[src/rtl/bch_fix_pkg.sv]
package bch_fix_pkg;
  typedef enum logic [2:0] {
    ST_IDLE,
    ST_ARM,
    ST_SCAN,
    ST_READ,
    ST_WRITE,
    ST_DONE
  } fix_state_e;
endpackage

[src/rtl/bch_pos_unpack.sv]
module bch_pos_unpack #(
  parameter int WORD_W   = 32,
  parameter int POS_W    = 13,
  parameter int NUM_POS  = 8,
  parameter int TAIL_LSB = 16
) (
  input  logic [WORD_W-1:0]              loc0_i,
  input  logic [WORD_W-1:0]              loc1_i,
  input  logic [WORD_W-1:0]              loc2_i,
  input  logic [WORD_W-1:0]              status_i,
  output logic [NUM_POS-1:0][POS_W-1:0]  pos_o
);
  localparam int TOT_W  = POS_W * NUM_POS;
  localparam int TAIL_W = TOT_W - 3 * WORD_W;

  logic [TOT_W-1:0] flat;
  assign flat = {status_i[TAIL_LSB +: TAIL_W], loc2_i, loc1_i, loc0_i};

  // decoder reports positions with the two low bits inverted
  for (genvar k = 0; k < NUM_POS; k++) begin : g_pos
    assign pos_o[k] = flat[k*POS_W +: POS_W] ^ POS_W'(3);
  end
endmodule

[src/rtl/bch_pos_check.sv]
module bch_pos_check #(
  parameter int POS_W        = 13,
  parameter int SECTOR_BYTES = 512,
  localparam int ADDR_W      = $clog2(SECTOR_BYTES)
) (
  input  logic [POS_W-1:0]  pos_i,
  output logic              in_range_o,
  output logic [ADDR_W-1:0] byte_addr_o,
  output logic [7:0]        bit_mask_o
);
  localparam int BIT_LIMIT = SECTOR_BYTES * 8;

  assign in_range_o  = pos_i < POS_W'(BIT_LIMIT);
  assign byte_addr_o = pos_i[ADDR_W+2:3];
  assign bit_mask_o  = 8'b1 << pos_i[2:0];
endmodule

[src/rtl/bch_fix_ctrl.sv]
module bch_fix_ctrl
  import bch_fix_pkg::*;
#(
  parameter int NUM_POS = 8,
  parameter int CNT_W   = 4,
  localparam int SEL_W  = $clog2(NUM_POS)
) (
  input  logic             clk_i,
  input  logic             rst_ni,
  input  logic             start_i,
  input  logic             ready_i,
  input  logic [CNT_W-1:0] err_cnt_i,
  input  logic             in_range_i,
  output logic             latch_o,
  output logic [SEL_W-1:0] sel_o,
  output logic             rd_o,
  output logic             wr_o,
  output logic             busy_o,
  output logic             done_o,
  output logic             uncorr_o,
  output logic [CNT_W-1:0] fix_cnt_o
);
  fix_state_e       state_q;
  logic [CNT_W-1:0] n_q, idx_q, cnt_q;
  logic             unc_q;
  logic             too_many;

  assign too_many = err_cnt_i > CNT_W'(NUM_POS);
  assign latch_o  = (state_q == ST_ARM) && ready_i;

  always_ff @(posedge clk_i or negedge rst_ni) begin
    if (!rst_ni) begin
      state_q <= ST_IDLE;
      n_q     <= '0;
      idx_q   <= '0;
      cnt_q   <= '0;
      unc_q   <= 1'b0;
    end else begin
      unique case (state_q)
        ST_IDLE: if (start_i) state_q <= ST_ARM;
        ST_ARM: if (ready_i) begin
          n_q     <= err_cnt_i;
          idx_q   <= '0;
          cnt_q   <= '0;
          unc_q   <= too_many;
          state_q <= too_many ? ST_DONE : ST_SCAN;
        end
        ST_SCAN: begin
          if (idx_q == n_q)    state_q <= ST_DONE;
          else if (in_range_i) state_q <= ST_READ;
          else                 idx_q   <= idx_q + 1'b1;
        end
        ST_READ: state_q <= ST_WRITE;
        ST_WRITE: begin
          cnt_q   <= cnt_q + 1'b1;
          idx_q   <= idx_q + 1'b1;
          state_q <= ST_SCAN;
        end
        ST_DONE: state_q <= ST_IDLE;
        default: state_q <= ST_IDLE;
      endcase
    end
  end

  assign sel_o     = idx_q[SEL_W-1:0];
  assign rd_o      = state_q == ST_READ;
  assign wr_o      = state_q == ST_WRITE;
  assign busy_o    = state_q != ST_IDLE;
  assign done_o    = state_q == ST_DONE;
  assign uncorr_o  = done_o && unc_q;
  assign fix_cnt_o = cnt_q;
endmodule

[src/rtl/bch_err_fixer.sv]
module bch_err_fixer #(
  parameter int WORD_W       = 32,
  parameter int POS_W        = 13,
  parameter int NUM_POS      = 8,
  parameter int SECTOR_BYTES = 512,
  parameter int CNT_W        = 4,
  parameter int CNT_LSB      = 10,
  parameter int RDY_BIT      = 15,
  parameter int TAIL_LSB     = 16,
  localparam int ADDR_W      = $clog2(SECTOR_BYTES)
) (
  input  logic              clk_i,
  input  logic              rst_ni,
  input  logic              start_i,
  input  logic [WORD_W-1:0] loc0_i,
  input  logic [WORD_W-1:0] loc1_i,
  input  logic [WORD_W-1:0] loc2_i,
  input  logic [WORD_W-1:0] status_i,
  output logic [ADDR_W-1:0] ram_addr_o,
  output logic              ram_rd_o,
  input  logic [7:0]        ram_rdata_i,
  output logic              ram_wr_o,
  output logic [7:0]        ram_wdata_o,
  output logic              busy_o,
  output logic              done_o,
  output logic [CNT_W-1:0]  fix_cnt_o,
  output logic              uncorr_o
);
  localparam int SEL_W  = $clog2(NUM_POS);
  localparam int TAIL_W = POS_W * NUM_POS - 3 * WORD_W;

  logic [NUM_POS-1:0][POS_W-1:0] pos_d, pos_q;
  logic [POS_W-1:0]              cur_pos;
  logic [SEL_W-1:0]              sel;
  logic                          latch, in_range;
  logic [7:0]                    bit_mask;
  logic                          unused_status;

  assign unused_status = ^{status_i[WORD_W-1:TAIL_LSB+TAIL_W],
                           status_i[RDY_BIT-1:CNT_LSB+CNT_W],
                           status_i[CNT_LSB-1:0]};

  bch_pos_unpack #(
    .WORD_W(WORD_W), .POS_W(POS_W), .NUM_POS(NUM_POS), .TAIL_LSB(TAIL_LSB)
  ) u_unpack (
    .loc0_i(loc0_i), .loc1_i(loc1_i), .loc2_i(loc2_i),
    .status_i(status_i), .pos_o(pos_d)
  );

  always_ff @(posedge clk_i or negedge rst_ni) begin
    if (!rst_ni)    pos_q <= '0;
    else if (latch) pos_q <= pos_d;
  end

  assign cur_pos = pos_q[sel];

  bch_pos_check #(
    .POS_W(POS_W), .SECTOR_BYTES(SECTOR_BYTES)
  ) u_check (
    .pos_i(cur_pos), .in_range_o(in_range),
    .byte_addr_o(ram_addr_o), .bit_mask_o(bit_mask)
  );

  bch_fix_ctrl #(
    .NUM_POS(NUM_POS), .CNT_W(CNT_W)
  ) u_ctrl (
    .clk_i(clk_i), .rst_ni(rst_ni), .start_i(start_i),
    .ready_i(status_i[RDY_BIT]),
    .err_cnt_i(status_i[CNT_LSB +: CNT_W]),
    .in_range_i(in_range), .latch_o(latch), .sel_o(sel),
    .rd_o(ram_rd_o), .wr_o(ram_wr_o), .busy_o(busy_o),
    .done_o(done_o), .uncorr_o(uncorr_o), .fix_cnt_o(fix_cnt_o)
  );

  assign ram_wdata_o = ram_rdata_i ^ bit_mask;
endmodule

[config.mk]
export PLATFORM = sky130hd
export DESIGN_NAME = bch_err_fixer
export DESIGN_NICKNAME = d
export VERILOG_FILES = /design/src/rtl/bch_fix_pkg.sv /design/src/rtl/bch_pos_unpack.sv /design/src/rtl/bch_pos_check.sv /design/src/rtl/bch_fix_ctrl.sv /design/src/rtl/bch_err_fixer.sv
export SDC_FILE = /design/constraint.sdc
export NUM_CORES = 1
export LEC_CHECK = 0
export BUFFER_PORTS_ARGS = -buffer_cell sky130_fd_sc_hd__buf_2
export CORE_MARGIN = 2
export CORE_UTILIZATION = 58
export CTS_BUF_LIST = sky130_fd_sc_hd__clkbuf_8
export DETAILED_ROUTE_END_ITERATION = 16
export PLACE_DENSITY_LB_ADDON = 0.05
export RECOVER_POWER = 25
export SLEW_MARGIN = 15
export SYNTH_ARGS = -nofsm -noshare
export SYNTH_HDL_FRONTEND = slang
export SYNTH_SLANG_ARGS = --single-unit
export TNS_END_PERCENT = 1
[constraint.sdc]
create_clock -name clk_i -period 3.15 [get_ports clk_i]
set_input_delay 0.315 -clock clk_i [delete_from_list [all_inputs] [get_ports clk_i]]
set_output_delay 0.315 -clock clk_i [all_outputs]
set_load 0.1 [all_outputs]
==> results of run 1 <==
## registers in the layout, summed over array words and instances (netlist names)
signal            count
pos_q               104
u_ctrl.fix_cnt_o      4
u_ctrl.idx_q          4
u_ctrl.n_q            4
u_ctrl.state_q        3
u_ctrl.unc_q          1
## final cells by class
type                       count  area [µm²]
sequential                   120        3005
clock inverter                13       88.84
clock buffer                  19       261.5
multi-input combinational    451        2517
fill                         782        2610
timing repair buffer         154       967.2
tap                          133       166.4
inverter                       6       22.52
## worst paths after layout
check / start / end / depth (start not counted)
setup / recovery: u_ctrl.idx_q[1] / ram_wdata_o[4] / 6
hold / removal: loc0_i[1] / pos_q[1] / 2
setup reg to reg: u_ctrl.idx_q[0] / u_ctrl.idx_q[0] / 4
hold reg to reg: pos_q[41] / pos_q[41] / 2
max in group asynchronous: rst_ni / u_ctrl.idx_q[0] / 1
min in group asynchronous: rst_ni / pos_q[0] / 1
## cells in the mapped netlist (3+ instances only)
master / n
o21ai_0: 13
clkbuf_1: 25
nand3_1: 7
xnor2_1: 3
mux2i_1: 5
mux4_2: 20
nor3b_1: 3
inv_1: 4
dfrtp_1: 120
buf_2: 5
mux4_1: 4
a21oi_1: 9
nor3_1: 3
nor2_1: 17
nand2_1: 319
and2_1: 3
xor2_1: 11
nor2b_1: 3
## what timing repair did
action                                  CTS  global route
endpoints found under the setup margin    8             4
resized for setup                         2             2
cloned                                    0             0
## kinds of logic after synthesis
| kind of cell | count (synthesis) |
|---|---|
| simple gates | 364 |
| flops | 120 |
| buf+inv | 40 |
| compound gates | 38 |
| mux | 33 |
| xor+xnor | 14 |
| fa+ha+maj | 2 |
## power groups by stage
| stage | clock network (µW) | logic, µW | registers (µW) |
|---|---|---|---|
| 3_3_place_gp | 0 | 4500 | 2680 |
| 5_1_grt | 1330 | 5000 | 2800 |
| 3_5_place_dp | 0 | 4600 | 2720 |
| 4_1_cts | 1250 | 4630 | 2700 |
| 2_1_floorplan | 0 | 3540 | 2590 |
| 6_report | 1240 | 4610 | 2710 |
## stage by stage
stage | instance area, µm² | power [µW] | setup WS (ns) | cells
detailed placement | 6664 | 7323 | 0.3124 | 864
finish | 7029 | 8556 | 0.1618 | 896
CTS | 7019 | 8585 | 0.03250 | 896
global placement | 6664 | 7183 | 0.3367 | 864
floorplan | 5660 | 6131 | -0.4337 | 611
global route | 7029 | 9124 | 0.02523 | 896
## routing by layer
metal | wire length, µm | global-route usage | vias to the layer above
li1 | - | - | 2260
met1 | 5594 | 0.3491 | 2266
met2 | 6488 | 0.4384 | 147
met3 | 770 | 0.06441 | 20
met4 | 240 | 0.1053 | 0
met5 | 0 | 0 | -
==> results.toml, run 1 <==
[run_status]
outcome = "complete, but fails checks"
violations = "max-capacitance violations, max-slew violations"

[sta]
timing.final.crit_share = 0.9486
slew-limit-headroom = -0.1229
period_minus_slack_ns = 2.988
fin_hold_ws_ns = 0.05531
worst-slew-pin-transition_ns = 1.684
finalMaxSlewViolations = 68
clock_skew_ns = 0.007680
fmax_mhz = 334.6
setup_viol = 0
hold_violations = 0
tns_ns = 0
rsz0062_at_grt = "false"

[detailed_routing]
drc_errors = 0
post_drt_wl_per_cell_um = 14.61
drt_wl_total_um = 13090
drt_iter0_markers = 218
ant_nets = 0
drtPass1Iterations = 4
via_per_inst = 5.238
vias = 4693

[grt]
grt_pass1_vias = 4739
track_usage = 0.2675
grt_antenna_before_repair = 0
grt_pass1_wl_um = 21710
grt_overflow = 0
grt_max_degree = 109

[synth]
synth_warnings = 0
synthFlopType = "dfrtp_1"
synth_edf_count = 0
ys_types = 43
synth-simple-area-share = 0.2535
async_reset_ff_frac = 1.000
syn_nets = 752
synthTopCellsByArea = "dfrtp_1 53%, nand2_1 21%, mux4_2 8.0%"
syn_inst = 611
yosysSeqAreaShare = 0.5310
synth_seq_cells = 120
muxShareOfSynthArea = 0.1177
synth_top_family_by_area = "simple AND/OR/NAND/NOR gates"
syn_area_um2 = 5655
synth_adder_area_share = 0.004425
synthXorXnorAreaFrac = 0.02168
synth.avg_cell_area_um2 = 9.256
synth_area_leader_cell = "dfrtp_1"
yosys.area.top_type_share = 0.5310
synth-compound-area-share = 0.04204

[floorplanning]
core-area_um2 = 9639
start_util = 0.5867
row_count = 36
die_area_um2 = 10560
pin_count = 165
die_width_um = 102.7
dieHeight_um = 102.7

[cts]
clk_pin_slew_ns = 0.06
cts_hold_buffers = 0
cts_tree = "done"
clock-sinks = 120
cts_setup_buffers = 0
cts_root_buf = "clkbuf_8"
htreeDepth = 4
clk_path_buf_depth = 2
cts_buffers = 17
clkLatencyLatePin_ns = 0.42

[worst_setup_path]
cp_slowest_cell = "mux4_1"
cp_cell_sequence = "mux4_1 -> mux2i_4 -> inv_2 -> or3_1 -> xnor2_1 -> buf_12"
crit_buf_inv = 2
crit_required_ns = 2.83
slowest_delay_ns = 0.62
start_kind = "flop"
crit_family = "multiplexers"
worstPathArrival_ns = 2.67
crit_path_end_kind = "output port"
rrSetupSlack_ns = 0.69
critPathMaxFanout = 7
path_class = "reg -> out"

[final_layout]
fin_util = 0.7292
area_growth_pct = 24.29
drive_gt1_frac = 0.2805
antennaDiodeCount = 0
num-nets-final = 891
final_cell_mix = "319 x nand2_1, 136 x buf_2, 118 x dfrtp_1"
layout.cells.most_common = "nand2_1"

[power]
leakage_uw = 0.003720
netSwitchingFraction = 0.4791
internal-power_uw = 4457
seqPwrFrac = 0.317
p_per_area_nw_per_um2 = 1217
pwr-share-clk = 0.144
ir_drop_mv = 1.502
pwr-share-comb = 0.539
switching_power_uw = 4099

[min_path]
worstHoldPathType = "in -> reg"

[placement]
dp_hpwl_um = 9078
gp_congestion = 0.8191
io_buffers = 145

[flow_run]
maxCapViolCount = 1
Power figures use the tool's default switching activity.
==> run 2: changes to the inputs <==
--- a/config.mk
+++ b/config.mk
@@ -10,6 +10,7 @@
 export CORE_UTILIZATION = 58
 export CTS_BUF_LIST = sky130_fd_sc_hd__clkbuf_8
 export DETAILED_ROUTE_END_ITERATION = 16
+export GPL_TIMING_DRIVEN = 0
 export PLACE_DENSITY_LB_ADDON = 0.05
 export RECOVER_POWER = 25
 export SLEW_MARGIN = 15
==> results.toml, run 2 (synthesis gave the netlist of run 1 again) <==
[floorplanning]
die_area_um2 = 10560
core-area_um2 = 9639
row_count = 36
die_width_um = 102.7
start_util = 0.5867
pin_count = 165
dieHeight_um = 102.7

[final_layout]
largest_reg_flops = 104
antennaDiodeCount = 0
final_cell_mix = "319 x nand2_1, 142 x buf_2, 119 x dfrtp_1"
area_growth_pct = 24.03
top_register = "pos_q"
num-nets-final = 918
drive_gt1_frac = 0.2712
layout.cells.most_common = "nand2_1"

[worst_setup_path]
crit_path_end_kind = "output port"
critPathMaxFanout = 10
worstPathArrival_ns = 2.69
crit_path_start = "u_ctrl.idx_q[1]"
slowest_delay_ns = 0.54
crit_required_ns = 2.83
crit_family = "multiplexers"
start_kind = "flop"
timing.rr.start = "u_ctrl.state_q[2]"
cp_slowest_cell = "mux4_2"
rrSetupSlack_ns = 0.76
path_class = "reg -> out"
cp_cell_sequence = "buf_8 -> mux4_2 -> mux2i_4 -> inv_2 -> or3_4 -> xnor2_2 -> buf_6"
crit_buf_inv = 3

[grt]
grt_pass1_wl_um = 23740
grt_overflow = 0
grt_max_degree = 80
track_usage = 0.3076
grt_pass1_vias = 4992
grt_antenna_before_repair = 0

[power]
leakage_uw = 0.003718
ir_drop_mv = 1.664
total_power_uw = 8551
pwr-share-clk = 0.155
p_per_area_nw_per_um2 = 1219
internal-power_uw = 4340
netSwitchingFraction = 0.4924
seqPwrFrac = 0.310
switching_power_uw = 4211
pwr-share-comb = 0.535

[sta]
fmax_mhz = 332.4
fin_hold_ws_ns = 0.03460
tns_ns = 0
setup_viol = 0
rsz0062_at_grt = "false"
hold_violations = 0
slew-limit-headroom = -0.6334
period_minus_slack_ns = 3.009
timing.final.crit_share = 0.9551
worst-slew-pin-transition_ns = 2.450
finalMaxSlewViolations = 42
clock_skew_ns = 0.009071

[detailed_routing]
via_per_inst = 5.431
vias = 5007
drt_iter0_markers = 257
drt_wl_total_um = 15070
drc_errors = 0
drtPass1Iterations = 5
ant_nets = 0
post_drt_wl_per_cell_um = 16.34

[cts]
clock-sinks = 120
clk_pin_slew_ns = 0.07
clk_path_buf_depth = 2
cts_tree = "done"
cts_buffers = 17
htreeDepth = 4
clkLatencyLatePin_ns = 0.45
cts_root_buf = "clkbuf_8"

[flow_run]
maxCapViolCount = 1

[run_status]
violations = "max-capacitance violations, max-slew violations"
outcome = "complete, but fails checks"

[placement]
dp_hpwl_um = 10690
gp_congestion = 0.8174
io_buffers = 145

[min_path]
worstHoldPathType = "in -> reg"
worstHoldStart = "loc1_i[8]"
-- run 2: cell count changes in the layout (fill, tap and decap cells not counted), moves of 2 or more --
cell,before,now
buf_12,12,0
buf_2,136,142
clkbuf_1,0,25
clkbuf_4,0,2
-- run 2: layer usage --
layer,up-vias,GRT usage,routed length (µm)
li1,2310,-,-
met1,2443,0.3819,6046
met2,215,0.5098,7535
met3,39,0.06780,1011
met4,0,0.1609,476
met5,-,0,0
-- run 2: layout make-up --
| cell class | count | area [µm²] |
|---|---|---|
| multi-input combinational | 451 | 2515 |
| clock inverter | 12 | 110.1 |
| buffer | 34 | 153.9 |
| fill | 766 | 2625 |
| timing repair buffer | 147 | 780.7 |
| sequential | 120 | 3004 |
| clock buffer | 19 | 261.5 |
| inverter | 6 | 22.52 |
| tap | 133 | 166.4 |
-- run 2: final timing paths --
check	end	depth (start not counted)
max in group asynchronous	pos_q[22]	2
worst min-delay path	pos_q[40]	2
worst min register to register	pos_q[42]	2
worst max-delay path	ram_wdata_o[4]	7
min in group asynchronous	pos_q[26]	2
worst max register to register	pos_q[3]	7
-- run 2: metrics by stage --
step	utilization	cell area [µm²]	worst slack [ns]	instances
3_3_place_gp	0.6798	6553	0.3257	889
6_report	0.7277	7014	0.1415	922
2_1_floorplan	-	5660	-0.4337	611
3_5_place_dp	0.6833	6586	0.3094	890
4_1_cts	0.7252	6990	0.004473	922
5_1_grt	0.7277	7014	0.02078	922
-- run 2: power by group through the flow --
| stage | registers, µW | logic [µW] | clock network [µW] |
|---|---|---|---|
| global placement | 2620 | 4370 | 0 |
| finish | 2650 | 4580 | 1320 |
| detailed placement | 2660 | 4490 | 0 |
| CTS | 2640 | 4550 | 1340 |
| floorplan | 2590 | 3540 | 0 |
| global route | 2720 | 4950 | 1400 |
-- run 2: what timing repair did --
action | in CTS | in global routing
hold endpoints to repair | 41 | 0
gates resized for setup | 9 | 8
setup endpoints to repair | 17 | 15
pin swaps | 0 | 0
setup buffers | 0 | 0
hold buffers | 1 | 0
